==> config.mk <==
export PLATFORM = sky130hd
export DESIGN_NAME = mdio_master
export DESIGN_NICKNAME = d
export VERILOG_FILES = /design/src/rtl/mdio_pkg.sv /design/src/rtl/mdio_cfg_reg.sv /design/src/rtl/mdio_mdc_gen.sv /design/src/rtl/mdio_frame_eng.sv /design/src/rtl/mdio_master.sv
export SDC_FILE = /design/constraint.sdc
export NUM_CORES = 1
export LEC_CHECK = 0
export BUFFER_PORTS_ARGS = -buffer_cell sky130_fd_sc_hd__clkbuf_2
export CORE_ASPECT_RATIO = 1.25
export CORE_UTILIZATION = 35
export DETAILED_ROUTE_END_ITERATION = 8
export PLACE_DENSITY_LB_ADDON = 0.08
export REMOVE_ABC_BUFFERS = 1
export SLEW_MARGIN = 20
export SYNTH_ARGS = -nofsm -noshare
export SYNTH_HDL_FRONTEND = slang
export SYNTH_SLANG_ARGS = --single-unit
==> constraint.sdc <==
create_clock -name clk -period 1.9 [get_ports clk]
set_input_delay 0.38 -clock clk [delete_from_list [all_inputs] [get_ports clk]]
set_output_delay 0.38 -clock clk [all_outputs]
set_load 0.05 [all_outputs]
==> src/rtl/mdio_pkg.sv <==
package mdio_pkg;
  typedef enum logic [1:0] {
    MDIO_OP_WR = 2'b01,
    MDIO_OP_RD = 2'b10
  } mdio_op_e;

  localparam logic [1:0] MDIO_START  = 2'b01;
  localparam logic [1:0] MDIO_TA_WR  = 2'b10;
  localparam logic [1:0] MDIO_TA_REL = 2'b11;
endpackage

==> src/rtl/mdio_cfg_reg.sv <==
module mdio_cfg_reg #(
  parameter int CFG_W  = 32,
  parameter int DIV_W  = 6,
  parameter int HOLD_W = 3
) (
  input  logic              clk,
  input  logic              rst,
  input  logic              cfg_we,
  input  logic [CFG_W-1:0]  cfg_wdata,
  output logic [CFG_W-1:0]  cfg_rdata,
  output logic [DIV_W-1:0]  div_code,
  output logic [HOLD_W-1:0] hold_code,
  output logic              pre_dis
);
  localparam int DIV_LSB  = 1;
  localparam int PD_BIT   = DIV_LSB + DIV_W;
  localparam int HOLD_LSB = PD_BIT + 1;
  localparam int TOP_BIT  = HOLD_LSB + HOLD_W;

  logic unused_cfg_bits;
  assign unused_cfg_bits = ^{cfg_wdata[CFG_W-1:TOP_BIT], cfg_wdata[0]};

  always_ff @(posedge clk) begin
    if (rst) begin
      div_code  <= '0;
      hold_code <= '0;
      pre_dis   <= 1'b0;
    end else if (cfg_we) begin
      div_code  <= cfg_wdata[DIV_LSB +: DIV_W];
      hold_code <= cfg_wdata[HOLD_LSB +: HOLD_W];
      pre_dis   <= cfg_wdata[PD_BIT];
    end
  end

  always_comb begin
    cfg_rdata                     = '0;
    cfg_rdata[DIV_LSB +: DIV_W]   = div_code;
    cfg_rdata[PD_BIT]             = pre_dis;
    cfg_rdata[HOLD_LSB +: HOLD_W] = hold_code;
  end

  AST_CFG_LOAD: assert property (@(posedge clk) disable iff (rst)
    cfg_we |=> (div_code == $past(cfg_wdata[DIV_LSB +: DIV_W]))
           && (hold_code == $past(cfg_wdata[HOLD_LSB +: HOLD_W])));
endmodule

==> src/rtl/mdio_mdc_gen.sv <==
module mdio_mdc_gen #(
  parameter int DIV_W = 6
) (
  input  logic             clk,
  input  logic             rst,
  input  logic [DIV_W-1:0] div_code,
  output logic             mdc,
  output logic             rise_p,
  output logic             fall_p
);
  logic [DIV_W-1:0] cnt;

  always_ff @(posedge clk) begin
    if (rst || div_code == '0) begin
      cnt    <= '0;
      mdc    <= 1'b0;
      rise_p <= 1'b0;
      fall_p <= 1'b0;
    end else begin
      rise_p <= 1'b0;
      fall_p <= 1'b0;
      if (cnt >= div_code) begin
        cnt    <= '0;
        mdc    <= ~mdc;
        rise_p <= ~mdc;
        fall_p <= mdc;
      end else begin
        cnt <= cnt + 1'b1;
      end
    end
  end

  AST_MDC_OFF_LOW: assert property (@(posedge clk) disable iff (rst)
    (div_code == '0) |=> !mdc);
endmodule

==> src/rtl/mdio_frame_eng.sv <==
module mdio_frame_eng
  import mdio_pkg::*;
#(
  parameter int PHY_W   = 5,
  parameter int REG_W   = 5,
  parameter int DATA_W  = 16,
  parameter int HOLD_W  = 3,
  parameter int PRE_LEN = 32
) (
  input  logic              clk,
  input  logic              rst,
  input  logic              enable,
  input  logic              pre_dis,
  input  logic [HOLD_W-1:0] hold_code,
  input  logic              rise_p,
  input  logic              fall_p,
  input  logic              cmd_valid,
  input  logic              cmd_read,
  input  logic [PHY_W-1:0]  cmd_phy,
  input  logic [REG_W-1:0]  cmd_reg,
  input  logic [DATA_W-1:0] cmd_wdata,
  input  logic              mdio_i,
  output logic              mdio_o,
  output logic              mdio_oe,
  output logic [DATA_W-1:0] rd_data,
  output logic              done
);
  localparam int BODY   = 6 + PHY_W + REG_W + DATA_W;
  localparam int TOT    = PRE_LEN + BODY;
  localparam int IDX_W  = $clog2(TOT);
  localparam logic [IDX_W-1:0] LAST_IDX = IDX_W'(TOT - 1);
  localparam logic [IDX_W-1:0] TA_IDX   = IDX_W'(PRE_LEN + 4 + PHY_W + REG_W);
  localparam logic [IDX_W-1:0] BODY_IDX = IDX_W'(PRE_LEN);

  logic              busy, is_rd, started, last_out, pend, drv;
  logic [IDX_W-1:0]  idx;
  logic [HOLD_W-1:0] hcnt;
  logic [TOT-1:0]    frame_q, frame_w;
  logic [DATA_W-1:0] sh_in;

  always_comb begin
    frame_w = {{PRE_LEN{1'b1}}, MDIO_START,
               cmd_read ? MDIO_OP_RD : MDIO_OP_WR,
               cmd_phy, cmd_reg,
               cmd_read ? MDIO_TA_REL : MDIO_TA_WR,
               cmd_wdata};
    drv = busy && !last_out &&
          ((fall_p && hold_code == '0) || (pend && hcnt == '0));
  end

  always_ff @(posedge clk) begin
    if (rst) begin
      busy     <= 1'b0;
      is_rd    <= 1'b0;
      started  <= 1'b0;
      last_out <= 1'b0;
      pend     <= 1'b0;
      hcnt     <= '0;
      idx      <= '0;
      frame_q  <= '0;
      sh_in    <= '0;
      mdio_o   <= 1'b1;
      mdio_oe  <= 1'b0;
      rd_data  <= '0;
      done     <= 1'b0;
    end else begin
      done <= 1'b0;
      if (!busy) begin
        if (cmd_valid && enable) begin
          busy     <= 1'b1;
          is_rd    <= cmd_read;
          started  <= 1'b0;
          last_out <= 1'b0;
          pend     <= 1'b0;
          hcnt     <= '0;
          frame_q  <= pre_dis ? (frame_w << PRE_LEN) : frame_w;
          idx      <= pre_dis ? BODY_IDX : '0;
        end
      end else begin
        if (drv) begin
          mdio_o  <= frame_q[TOT-1];
          frame_q <= {frame_q[TOT-2:0], 1'b0};
          mdio_oe <= !(is_rd && idx >= TA_IDX);
          started <= 1'b1;
          if (idx == LAST_IDX) last_out <= 1'b1;
          else                 idx      <= idx + 1'b1;
        end
        if (fall_p && !last_out && hold_code != '0) begin
          pend <= 1'b1;
          hcnt <= hold_code - 1'b1;
        end else if (pend) begin
          if (hcnt == '0) pend <= 1'b0;
          else            hcnt <= hcnt - 1'b1;
        end
        if (rise_p && started) begin
          sh_in <= {sh_in[DATA_W-2:0], mdio_i};
          if (last_out) begin
            done    <= 1'b1;
            busy    <= 1'b0;
            mdio_oe <= 1'b0;
            if (is_rd) rd_data <= {sh_in[DATA_W-2:0], mdio_i};
          end
        end
      end
    end
  end

  AST_DONE_SINGLE: assert property (@(posedge clk) disable iff (rst)
    done |=> !done);
  AST_OE_IDLE: assert property (@(posedge clk) disable iff (rst)
    !busy |-> !mdio_oe);
  AST_NO_START_OFF: assert property (@(posedge clk) disable iff (rst)
    (!busy && !enable) |=> !busy);
  AST_READ_RELEASE: assert property (@(posedge clk) disable iff (rst)
    (busy && is_rd && idx > TA_IDX) |-> !mdio_oe);
  AST_BUSY_IGNORE: assert property (@(posedge clk) disable iff (rst)
    (busy && cmd_valid) |=> $stable(is_rd));
endmodule

==> src/rtl/mdio_master.sv <==
module mdio_master #(
  parameter int CFG_W   = 32,
  parameter int DIV_W   = 6,
  parameter int HOLD_W  = 3,
  parameter int PHY_W   = 5,
  parameter int REG_W   = 5,
  parameter int DATA_W  = 16,
  parameter int PRE_LEN = 32
) (
  input  logic              clk,
  input  logic              rst,
  input  logic              cfg_we,
  input  logic [CFG_W-1:0]  cfg_wdata,
  output logic [CFG_W-1:0]  cfg_rdata,
  input  logic              cmd_valid,
  input  logic              cmd_read,
  input  logic [PHY_W-1:0]  cmd_phy,
  input  logic [REG_W-1:0]  cmd_reg,
  input  logic [DATA_W-1:0] cmd_wdata,
  output logic [DATA_W-1:0] rd_data,
  output logic              done,
  output logic              mdc,
  output logic              mdio_o,
  output logic              mdio_oe,
  input  logic              mdio_i
);
  logic [DIV_W-1:0]  div_code;
  logic [HOLD_W-1:0] hold_code;
  logic              pre_dis, rise_p, fall_p;

  mdio_cfg_reg #(.CFG_W(CFG_W), .DIV_W(DIV_W), .HOLD_W(HOLD_W)) cfg_i (
    .clk(clk), .rst(rst), .cfg_we(cfg_we), .cfg_wdata(cfg_wdata),
    .cfg_rdata(cfg_rdata), .div_code(div_code), .hold_code(hold_code),
    .pre_dis(pre_dis));

  mdio_mdc_gen #(.DIV_W(DIV_W)) mdc_i (
    .clk(clk), .rst(rst), .div_code(div_code),
    .mdc(mdc), .rise_p(rise_p), .fall_p(fall_p));

  mdio_frame_eng #(.PHY_W(PHY_W), .REG_W(REG_W), .DATA_W(DATA_W),
                   .HOLD_W(HOLD_W), .PRE_LEN(PRE_LEN)) eng_i (
    .clk(clk), .rst(rst), .enable(div_code != '0), .pre_dis(pre_dis),
    .hold_code(hold_code), .rise_p(rise_p), .fall_p(fall_p),
    .cmd_valid(cmd_valid), .cmd_read(cmd_read), .cmd_phy(cmd_phy),
    .cmd_reg(cmd_reg), .cmd_wdata(cmd_wdata), .mdio_i(mdio_i),
    .mdio_o(mdio_o), .mdio_oe(mdio_oe), .rd_data(rd_data), .done(done));

  AST_MDC_MIN_HALF: assert property (@(posedge clk) disable iff (rst)
    ($rose(mdc) && div_code != '0 && !cfg_we) |=> mdc);
  AST_MDIO_CHANGE_LOW: assert property (@(posedge clk) disable iff (rst)
    (!$stable(mdio_o) && HOLD_W'(hold_code) < DIV_W'(div_code)) |-> !mdc);
endmodule

Yosys cells after proc, flatten, opt, wreduce, memory -nomap -nowiden
Index checks and enable logic that the tools add are counted. Widths: inputs -> output; s select.

RAM bits: 0. Memories: 0. Output and inout port bits: 52. Latch bits: 0. Memory bits (read-only): 0. Logic and storage cells: 100. Bits of input ports: 64. Flip-flop bits (word level): 131.

Mux-type cells: 34. Shift-type cells: 0. Multiply operators: 0. Bitwise logic cells: 4. Reduce and logical (&&, ||, !) cells: 30. Divide/modulo/power cells: 0. Magnitude comparators: 2. Equality and inequality tests: 6. Add/subtract/negate cells: 4.

Operators by type and width (count): $mux 64 (4); $mux 6 (5); $mux 1 (19); $mux 3 (5); $add 6x1->6 const B (2); $logic_and 1x1->1 (9); $reduce_and 3->1 (3); $reduce_and 2->1 (4); $eq 6x6->1 const B (1); $ge 6x6->1 (1); $ge 6x6->1 const B (1); $logic_not 3->1 (2); $logic_not 6->1 (1); $ne 2x2->1 const B (3); $ne 3x3->1 const B (2); $reduce_bool 6->1 (1); $sub 3x1->3 const B (2); $not 1->1 (4); $reduce_and 4->1 (1); $reduce_or 2->1 (2); $reduce_bool 3->1 (1); $reduce_or 3->1 (1); $logic_not 1->1 (2); $logic_or 1x1->1 (2); 2 further kinds (2).

Logic depth before layout (Yosys ltp)
Gate-level depths: netlist (run 1).

Depth after elaboration: 7. Gate-level depth with buffers: 8. Mapped depth without buffers: 8.

Cells and area by module
Synthesis (run 1) repeated with hierarchy kept, for this count alone.

Cell total of the unflattened synthesis: 663. Area total of the unflattened synthesis: 5798.1 um^2.

Modules (own cells, without submodules): mdio_frame_eng (seq. area each 2242.2 um^2, cells an instance 543, area an instance 4698.3 um^2, instances 1); mdio_cfg_reg (seq. area each 200.2 um^2, cells an instance 65, area an instance 596.8 um^2, instances 1); mdio_mdc_gen (seq. area each 180.2 um^2, cells an instance 52, area an instance 489.2 um^2, instances 1); mdio_master (seq. area each 0.0 um^2, cells an instance 3, area an instance 13.8 um^2, instances 1).

Least setup slack after synthesis (run 1)
No wires, ideal clock.

Path type: register -> register. From: reg cfg_i.hold_code[1]. To: reg eng_i.hcnt[2]. Slack: -316 ps. Library setup time: 70 ps. Buffers on the path: 0. Stages on the path, launching flop included: 9. Arrival: 2146 ps. Data required time: 1830 ps. Period minus slack after synthesis: 2216 ps. Cell sequence: dfxtp_1 -> nor3_2 -> nor2_2 -> mux2i_1 -> ha_1 -> nor2b_1 -> mux2i_1 -> or3_1 -> a21oi_1.

Cells in the longest elaborated chain, start to end: 4. Elaborated cells on any way between the ends: 8. Those cells by class: add/sub (1); eq/ne (2); mux (2); reduce/logical (3).

RTL lines: start: declaration (RTL line mdio_cfg_reg.sv:12) `output logic [HOLD_W-1:0] hold_code,`; start signal: assignment (RTL line mdio_cfg_reg.sv:30) `hold_code <= cfg_wdata[HOLD_LSB +: HOLD_W];`; parallel branches: the longest is 4 deep, another holds $sub 3x1->3; end signal: assignment (RTL line mdio_frame_eng.sv:90) `hcnt <= hold_code - 1'b1;`; end signal: assignment (RTL line mdio_frame_eng.sv:93) `else hcnt <= hcnt - 1'b1;`; end: declaration (RTL line mdio_frame_eng.sv:37) `logic [HOLD_W-1:0] hcnt;`.

Several ways; the timed one is not identified. A chain may end at the register's enable or synchronous reset.

Final worst setup path (run 1)
Ends and elaborated chain as after synthesis.

==> impl_metrics.toml, run 1 <==
[clock_tree]
ctsRootBufferMaster = "clkbuf_16"
clkTransAtPathRegs_ns = 0.05
clock_path_buffers = 2
ctsHtreeMaxLevel = 4
insertion_delay_ns = 0.41
cts_tree = "done"
clkSinkCount = 131
numCtsBuffers = 17
cts.hold.buffers_added = 0

[placed_design]
dp_hpwl_mm = 8.42
place_inst = 909
portBuffers = 71
place_ws_ns = -0.125
place.gp.congestion = 0.704
placed_area_mm2 = 0.00626

[run_status]
violations = "setup timing"
status = "finished, violations left"

[grt]
grt_pass1_wl_mm = 22.1
grt_pass1_vias = 4557
gr-total-overflow = 0
grt_max_degree = 91
grt_use_total = 0.169
antenna_found_initial = 0

[yosys]
netlist_instances = 647
ys_warn_count = 0
netlist_area_mm2 = 0.00564
synthArstFlopShare = 0
synth_ff_type = "dfxtp_1"
synth-edff-count = 0
yosys_register_bits = 131
postSynthAreaPerCell_um2 = 8.72
seq_area_frac_synth = 0.465
yosysUniqueCellTypes = 42

[cells_and_area]
fin_area_mm2 = 0.00701
layout_common_cells = "dfxtp_1, nand2_1, a21oi_1, clkbuf_2, nor2_1"
area.growth.synth_to_final_pct = 24.2
drive_gt1_frac = 0.262
layout.nets = 794
diodes = 0
final_common_cell = "dfxtp_1"
final_cells = 942
postLayoutCoreUtil = 0.447

[timing]
finalClockSkew_ns = 0.00776
final_hold_viol_count = 0
finalSetupViolCount = 1
slew_viol_final = 0
rsz0062_at_grt = "yes"
fmax_ghz = 0.521
period_minus_slack_ns = 1.92
finalCritPeriodShare = 1.01
setup_ws_ns = -0.0191

[die]
initial_core_util = 0.360
ios = 116
rows = 51
die_y_um = 144
fp.coreArea_mm2 = 0.0157
dieArea_mm2 = 0.0166
die_x_um = 116

[worst_hold_path]
min-delay-start = "cfg_wdata[4]"
min_to = "cfg_i.div_code[3]"
holdPathStages = 3
min_path_type = "in2reg"

[power_and_ir_drop]
ir_drop_uv = 543
leakage_nw = 2.74
power_density_mw_per_mm2 = 1040

[worst_setup_path]
start_kind = "flip-flop"
crit_type = "reg2reg"
timing.rr.start = "cfg_i.hold_code[1]"
critPathCaptureType = "flip-flop"
arrival_ns = 2.26
reg2reg_depth = 8
cp_max_fo = 3
critPathRequiredTime_ns = 2.24
rrSetupSlack_ns = -0.02
regToRegEndpoint = "eng_i.hcnt[2]"

[run]
maxCapViolCount = 0

[detailed_routing]
routed-via-count = 4694
drcViolationCount = 0
wirelength_mm = 13.3
viasPerCell = 4.98
first_pass_iters = 4
post_drt_wl_per_cell_um = 14.1
ant_nets = 0
drt_iter0_drc = 263
power by group:
part | internal, mW | switching [mW] | total [mW]
sequential | 2.94 | 0.115 | 3.05
clock | 2.00 | 1.11 | 3.11
combinational | 0.394 | 0.707 | 1.10
registers in the layout, indices dropped and copies added, names as in the netlist, 3 cells and up:
register	cells
cfg_i.div_code	6
cfg_i.hold_code	3
eng_i.frame_q	64
eng_i.hcnt	3
eng_i.idx	6
eng_i.rd_data	16
eng_i.sh_in	15
mdc_i.cnt	6
what timing repair did:
action                                  CTS  global route
gates resized for setup                   5            25
pin swaps                                 2             0
setup buffers                             4             0
endpoints found under the setup margin    1            73
Yosys cell counts, types with 4 or more instances:
master,count,area share
a211oi_1,6,0.0080
a21oi_1,70,0.062
a221oi_1,27,0.042
and3_1,6,0.0067
buf_2,15,0.013
buf_4,27,0.036
clkbuf_1,29,0.019
dfxtp_1,131,0.46
ha_1,10,0.022
inv_1,12,0.0080
mux2i_1,14,0.025
nand2_1,102,0.068
nand2b_1,4,0.0044
nand3_1,11,0.0098
nor2_1,70,0.047
nor2b_1,4,0.0044
nor3_1,11,0.0098
nor3_2,27,0.048
o221ai_1,29,0.045
or3_1,4,0.0044
xnor2_1,6,0.0093
cell families after synthesis:
logic type	Yosys count	synth area share
flip-flops	131	0.465
buffers and inverters	85	0.0791
other	1	0.000664
XOR/XNOR	9	0.0140
adder cells (fa/ha/maj)	10	0.0222
AO/OA/AOI/OAI	151	0.184
multiplexers	14	0.0248
AND/OR/NAND/NOR	246	0.210
worst max-delay path by stage:
stage | startpoint | endpoint | slack (ns)
after global placement | eng_i.last_out | eng_i.hcnt[2] | -0.007
after CTS | cfg_i.div_code[2] | eng_i.frame_q[22] | 0.02
after global routing | cfg_i.hold_code[1] | eng_i.hcnt[2] | -0.11
final | cfg_i.hold_code[1] | eng_i.hcnt[2] | -0.02
after floorplan | eng_i.busy | eng_i.frame_q[32] | -1.09
after detailed placement | eng_i.last_out | eng_i.hcnt[2] | -0.13
final cells by class:
| class | instances | area, µm² |
|---|---|---|
| fill | 1624 | 8690 |
| multi-input combinational | 452 | 2820 |
| sequential | 131 | 2620 |
| timing repair buffer | 106 | 702 |
| clock buffer | 23 | 478 |
| tap | 212 | 265 |
| clock inverter | 6 | 80.1 |
| inverter | 12 | 45.0 |
routing by layer:
| layer | track usage | wire [µm] | vias up |
|---|---|---|---|
| li1 | - | - | 2372 |
| met1 | 0.209 | 5970 | 2209 |
| met2 | 0.278 | 6490 | 96 |
| met3 | 0.0474 | 579 | 17 |
| met4 | 0.0663 | 214 | 0 |
| met5 | 0 | 0 | - |
critical path: stages, from the launching register on:
cell	delay, ns
dfxtp_1	0.33
nor3_4	0.27
nor2_4	0.07
mux2i_2	0.21
ha_2	0.24
nor2b_2	0.17
mux2i_1	0.08
or3_1	0.34
a21oi_1	0.12
through the flow:
stage / setup TNS [ns] / hold slack, ns / total power, mW
global placement: -0.00668 / 0.440 / 4.13
detailed placement: -0.142 / 0.445 / 4.14
floorplan: -70.30 / 0.426 / 3.74
CTS: 0 / 0.182 / 7.30
global route: -1.46 / 0.203 / 7.64
finish: -0.0191 / 0.205 / 7.26
Note: power is estimated with default switching activity, not from simulation.
==> run 2, diff against run 1 <==
Settings changed: RECOVER_POWER set to 25.
==> impl_metrics.toml, run 2 (synthesis gave the netlist of run 1 again) <==
[cells_and_area]
layout.nets = 794
final_common_cell = "dfxtp_1"
largest_register_ffs = 64
fillCellCount = 1625
reg.largest.list = "eng_i.frame_q x64, eng_i.rd_data x16, eng_i.sh_in x15"
largest_register = "eng_i.frame_q"
diodes = 0
drive_gt1_frac = 0.260
area.growth.synth_to_final_pct = 24.2
multi_input_area_mm2 = 0.00282
final-seq-area_mm2 = 0.00262
final_cells = 942
layout_common_cells = "dfxtp_1, nand2_1, a21oi_1, nor2_1, clkbuf_2"

[timing]
finalCritPeriodShare = 1.01
rsz0062_at_grt = "yes"
setup_ws_ns = -0.0191
period_minus_slack_ns = 1.92
finalSetupViolCount = 1
slew_headroom = 0.517
finalClockSkew_ns = 0.00776
tightest_slew_ns = 0.725
fmax_ghz = 0.521
final_hold_viol_count = 0
slew_viol_final = 0

[run_status]
status = "finished, violations left"
violations = "setup timing"

[power_and_ir_drop]
p_int_mw = 5.33
power_density_mw_per_mm2 = 1040
leakage_nw = 2.74
switching_share = 0.266
p_sw_mw = 1.93
power_frac_comb = 0.152
finalPower_mw = 7.26
seq_power_share = 0.420
clockPowerShare = 0.428
ir_drop_uv = 543

[clock_tree]
insertion_delay_ns = 0.41
clkTransAtPathRegs_ns = 0.05
ctsHtreeMaxLevel = 4
cts_tree = "done"
numCtsBuffers = 17
ctsRootBufferMaster = "clkbuf_16"
clock_path_buffers = 2
clkSinkCount = 131

[die]
rows = 51
ios = 116
fp.coreArea_mm2 = 0.0157
die_y_um = 144
die_x_um = 116
initial_core_util = 0.360
dieArea_mm2 = 0.0166

[placed_design]
place_inst = 909
place.gp.congestion = 0.704
portBuffers = 71
dp_hpwl_mm = 8.42

[run]
maxCapViolCount = 0

[worst_setup_path]
crit_type = "reg2reg"
timing.rr.start = "cfg_i.hold_code[1]"
cpPeakStageDelay_ns = 0.34
cp_slowest_cell = "or3_1"
crit_path_cell_trace = "nor3_4 > nor2_4 > mux2i_2 > ha_2 > nor2b_2 > mux2i_1 > or3_1 > a21oi_1"
crit_buf_inv = 0
cp_max_fo = 3
reg2reg_depth = 8
critPathRequiredTime_ns = 2.24
start_kind = "flip-flop"
rrSetupSlack_ns = -0.02
arrival_ns = 2.26
regToRegEndpoint = "eng_i.hcnt[2]"
crit_family = "simple AND/OR/NAND/NOR gates"
critPathCaptureType = "flip-flop"

[detailed_routing]
post_drt_wl_per_cell_um = 14.1
first_pass_iters = 4
ant_nets = 0
wirelength_mm = 13.3
drcViolationCount = 0
drt_iter0_drc = 263
routed-via-count = 4694
viasPerCell = 4.98

[grt]
grt_max_degree = 91
grt_use_total = 0.169
antenna_found_initial = 0
gr-total-overflow = 0
grt_pass1_wl_mm = 22.1
grt_pass1_vias = 4557

[worst_hold_path]
min_path_type = "in2reg"
holdPathStages = 3
min_to = "cfg_i.div_code[3]"
min-delay-start = "cfg_wdata[4]"
## run 2: changes by cell type in the layout (fill, tap and decap cells not counted)
| cell | previous run | this run |
|---|---|---|
| clkbuf_1 | 3 | 4 |
| clkbuf_2 | 70 | 69 |
## run 2: per-stage QoR
stage	TNS [ns]	utilization	setup WS, ns	hold WS, ns	cell area, µm²
4_1_cts	0	0.438	0.0173	0.182	6870
6_report	-0.0191	0.446	-0.0191	0.205	7010
2_1_floorplan	-70.30	-	-1.09	0.426	5320
3_3_place_gp	-0.00668	0.399	-0.00668	0.440	6260
5_1_grt	-1.46	0.446	-0.107	0.203	7010
3_5_place_dp	-0.142	0.399	-0.125	0.445	6260
## run 2: how the worst max path moves through the flow
stage / from / endpoint / depth (start not counted)
3_5_place_dp: eng_i.last_out / eng_i.hcnt[2] / 8
3_3_place_gp: eng_i.last_out / eng_i.hcnt[2] / 8
2_1_floorplan: eng_i.busy / eng_i.frame_q[32] / 5
4_1_cts: cfg_i.div_code[2] / eng_i.frame_q[22] / 6
5_1_grt: cfg_i.hold_code[1] / eng_i.hcnt[2] / 8
6_report: cfg_i.hold_code[1] / eng_i.hcnt[2] / 8
## run 2: area by class of cell
cell class              count  share of cell area
clock buffers              23              0.0682
clock inverters             6              0.0114
inverters                  12             0.00643
multi-input cells         452               0.402
flip-flops and latches    131               0.374
well taps                 212              0.0379
repair buffers            106               0.100
## run 2: layer usage
metal / vias to the layer above / part of all wire / GRT usage
met4: 0 / 0.016 / 0.0663
met5: - / 0 / 0
met3: 17 / 0.044 / 0.0474
met1: 2209 / 0.45 / 0.209
met2: 96 / 0.49 / 0.278
li1: 2372 / - / -
## run 2: tightest hold or removal path, cell delays in order
cell and delay, ns:
clkbuf_2 0.08, mux2i_1 0.05, nor2_1 0.07
## run 2: what timing repair did
item	CTS	global route
hold buffers	0	0
setup endpoints to repair	1	73
resized for setup	5	25
setup buffers	4	0
pin swaps	2	0
## run 2: power by group through the flow
stage          clock [mW]  sequential, mW  combinational [mW]
4_1_cts              3.20            3.04                1.05
3_5_place_dp            0            3.10                1.05
5_1_grt              3.34            3.07                1.22
3_3_place_gp            0            3.10                1.03
6_report             3.11            3.05                1.10
2_1_floorplan           0            3.15               0.599
==> run 3, diff against run 2 <==
Settings changed: CORE_UTILIZATION 35 to 43.
==> impl_metrics.toml, run 3 (synthesis gave the netlist of run 1 again) <==
[die]
dieArea_mm2 = 0.0136
die_x_um = 104
rows = 46
die_y_um = 130
fp.coreArea_mm2 = 0.0127
initial_core_util = 0.444
ios = 116

[worst_setup_path]
timing.rr.start = "eng_i.last_out"
crit_type = "reg2reg"
start_kind = "flip-flop"
critPathCaptureType = "flip-flop"
critPathRequiredTime_ns = 2.24
cp_max_fo = 4
arrival_ns = 2.22
cp-endpoint = "eng_i.hcnt[2]"
reg2reg_depth = 8
startpoint = "eng_i.last_out"
regToRegEndpoint = "eng_i.hcnt[2]"
rrSetupSlack_ns = 0.03

[timing]
setup_ws_ns = 0.0263
slew_headroom = 0.493
tightest_slew_ns = 0.760
fmax_ghz = 0.534
finalClockSkew_ns = 0.00967
finalCritPeriodShare = 0.986
fin_hold_ws_ns = 0.202
rsz0062_at_grt = "yes"
final_hold_viol_count = 0
finalSetupViolCount = 0
slew_viol_final = 0
period_minus_slack_ns = 1.87
totalNegativeSetupSlack_ns = 0

[detailed_routing]
ant_nets = 0
viasPerCell = 5.27
drcViolationCount = 0
wirelength_mm = 12.7
drt_iter0_drc = 236
routed-via-count = 4711
post_drt_wl_per_cell_um = 14.2
first_pass_iters = 4

[clock_tree]
numCtsBuffers = 17
clkSinkCount = 131
insertion_delay_ns = 0.41
clkTransAtPathRegs_ns = 0.06
clock_path_buffers = 2
cts_tree = "done"
ctsHtreeMaxLevel = 4
ctsRootBufferMaster = "clkbuf_16"

[worst_hold_path]
min-delay-start = "mdio_i"
min_path_type = "in2reg"

[grt]
gr-total-overflow = 0
grt_use_total = 0.192
grt_max_degree = 50
grt_pass1_wl_mm = 20.9
antenna_found_initial = 0
grt_pass1_vias = 4408

[cells_and_area]
reg.largest.list = "eng_i.frame_q x64, eng_i.rd_data x16, eng_i.sh_in x15"
fin_area_mm2 = 0.00693
final_common_cell = "dfxtp_1"
layout.nets = 788
layout_common_cells = "dfxtp_1, nand2_1, a21oi_1, nor2_1, clkbuf_2"
largest_register = "eng_i.frame_q"
drive_gt1_frac = 0.218
largest_register_ffs = 64
area.growth.synth_to_final_pct = 22.9
diodes = 0

[placed_design]
portBuffers = 71
place_ws_ns = -0.0685
place.gp.congestion = 0.742
dp_hpwl_mm = 8.01
placed_area_mm2 = 0.00618

[power_and_ir_drop]
ir_drop_uv = 541
power_density_mw_per_mm2 = 1100
leakage_nw = 2.65
finalPower_mw = 7.62

[run_status]
status = "complete, no violations"

[run]
maxCapViolCount = 0
==> run 3: routing by layer <==
| layer | GRT usage | part of all wire |
|---|---|---|
| met3 | 0.0529 | 0.037 |
| met1 | 0.228 | 0.46 |
| met5 | 0 | 0 |
| met2 | 0.328 | 0.49 |
| met4 | 0.0790 | 0.011 |
==> run 3: metrics by stage <==
stage / util / instances
after floorplan: - / 595
after global placement: 0.486 / 860
after detailed placement: 0.486 / 860
after CTS: 0.539 / 893
after global routing: 0.545 / 894
final: 0.545 / 894
==> run 3: worst max-delay path, cell delays in order, from the launching register on <==
cell and delay, ns:
dfxtp_1 0.31, nand2b_4 0.15, nor2_4 0.15, mux2i_2 0.25, ha_2 0.24, nor2b_4 0.15, mux2i_1 0.07, or3_1 0.37
a21oi_2 0.11
==> run 3: timing repair <==
action / in CTS / in global routing
setup buffers: 2 / 1
endpoints found under the setup margin: 1 / 78
resized for setup: 4 / 20
pin swaps: 1 / 2
hold buffers: 0 / 0
==> run 3: worst min path at each step <==
| stage | to | slack (ns) | cells after the start |
|---|---|---|---|
| detailed placement | eng_i.frame_q[54] | 0.45 | 2 |
| global route | eng_i.sh_in[0] | 0.20 | 3 |
| CTS | eng_i.sh_in[0] | 0.18 | 3 |
| finish | eng_i.sh_in[0] | 0.20 | 3 |
| floorplan | eng_i.frame_q[32] | 0.43 | 2 |
| global placement | eng_i.frame_q[46] | 0.44 | 2 |
==> run 3: power by group <==
group	leakage, nW	switching, mW	total (mW)	internal [mW]
Combinational	1.28	0.693	1.07	0.373
Clock	0.305	1.20	3.50	2.30
Sequential	1.07	0.113	3.05	2.94
Total	2.65	2.01	7.62	5.61
==> run 3: area by class of cell <==
| type | count | area (µm²) |
|---|---|---|
| clock buffer | 20 | 467 |
| clock inverter | 11 | 178 |
| fill | 1188 | 5790 |
| inverter | 12 | 45.0 |
| multi-input combinational | 452 | 2780 |
| sequential | 131 | 2620 |
| tap | 168 | 210 |
| timing repair buffer | 100 | 634 |
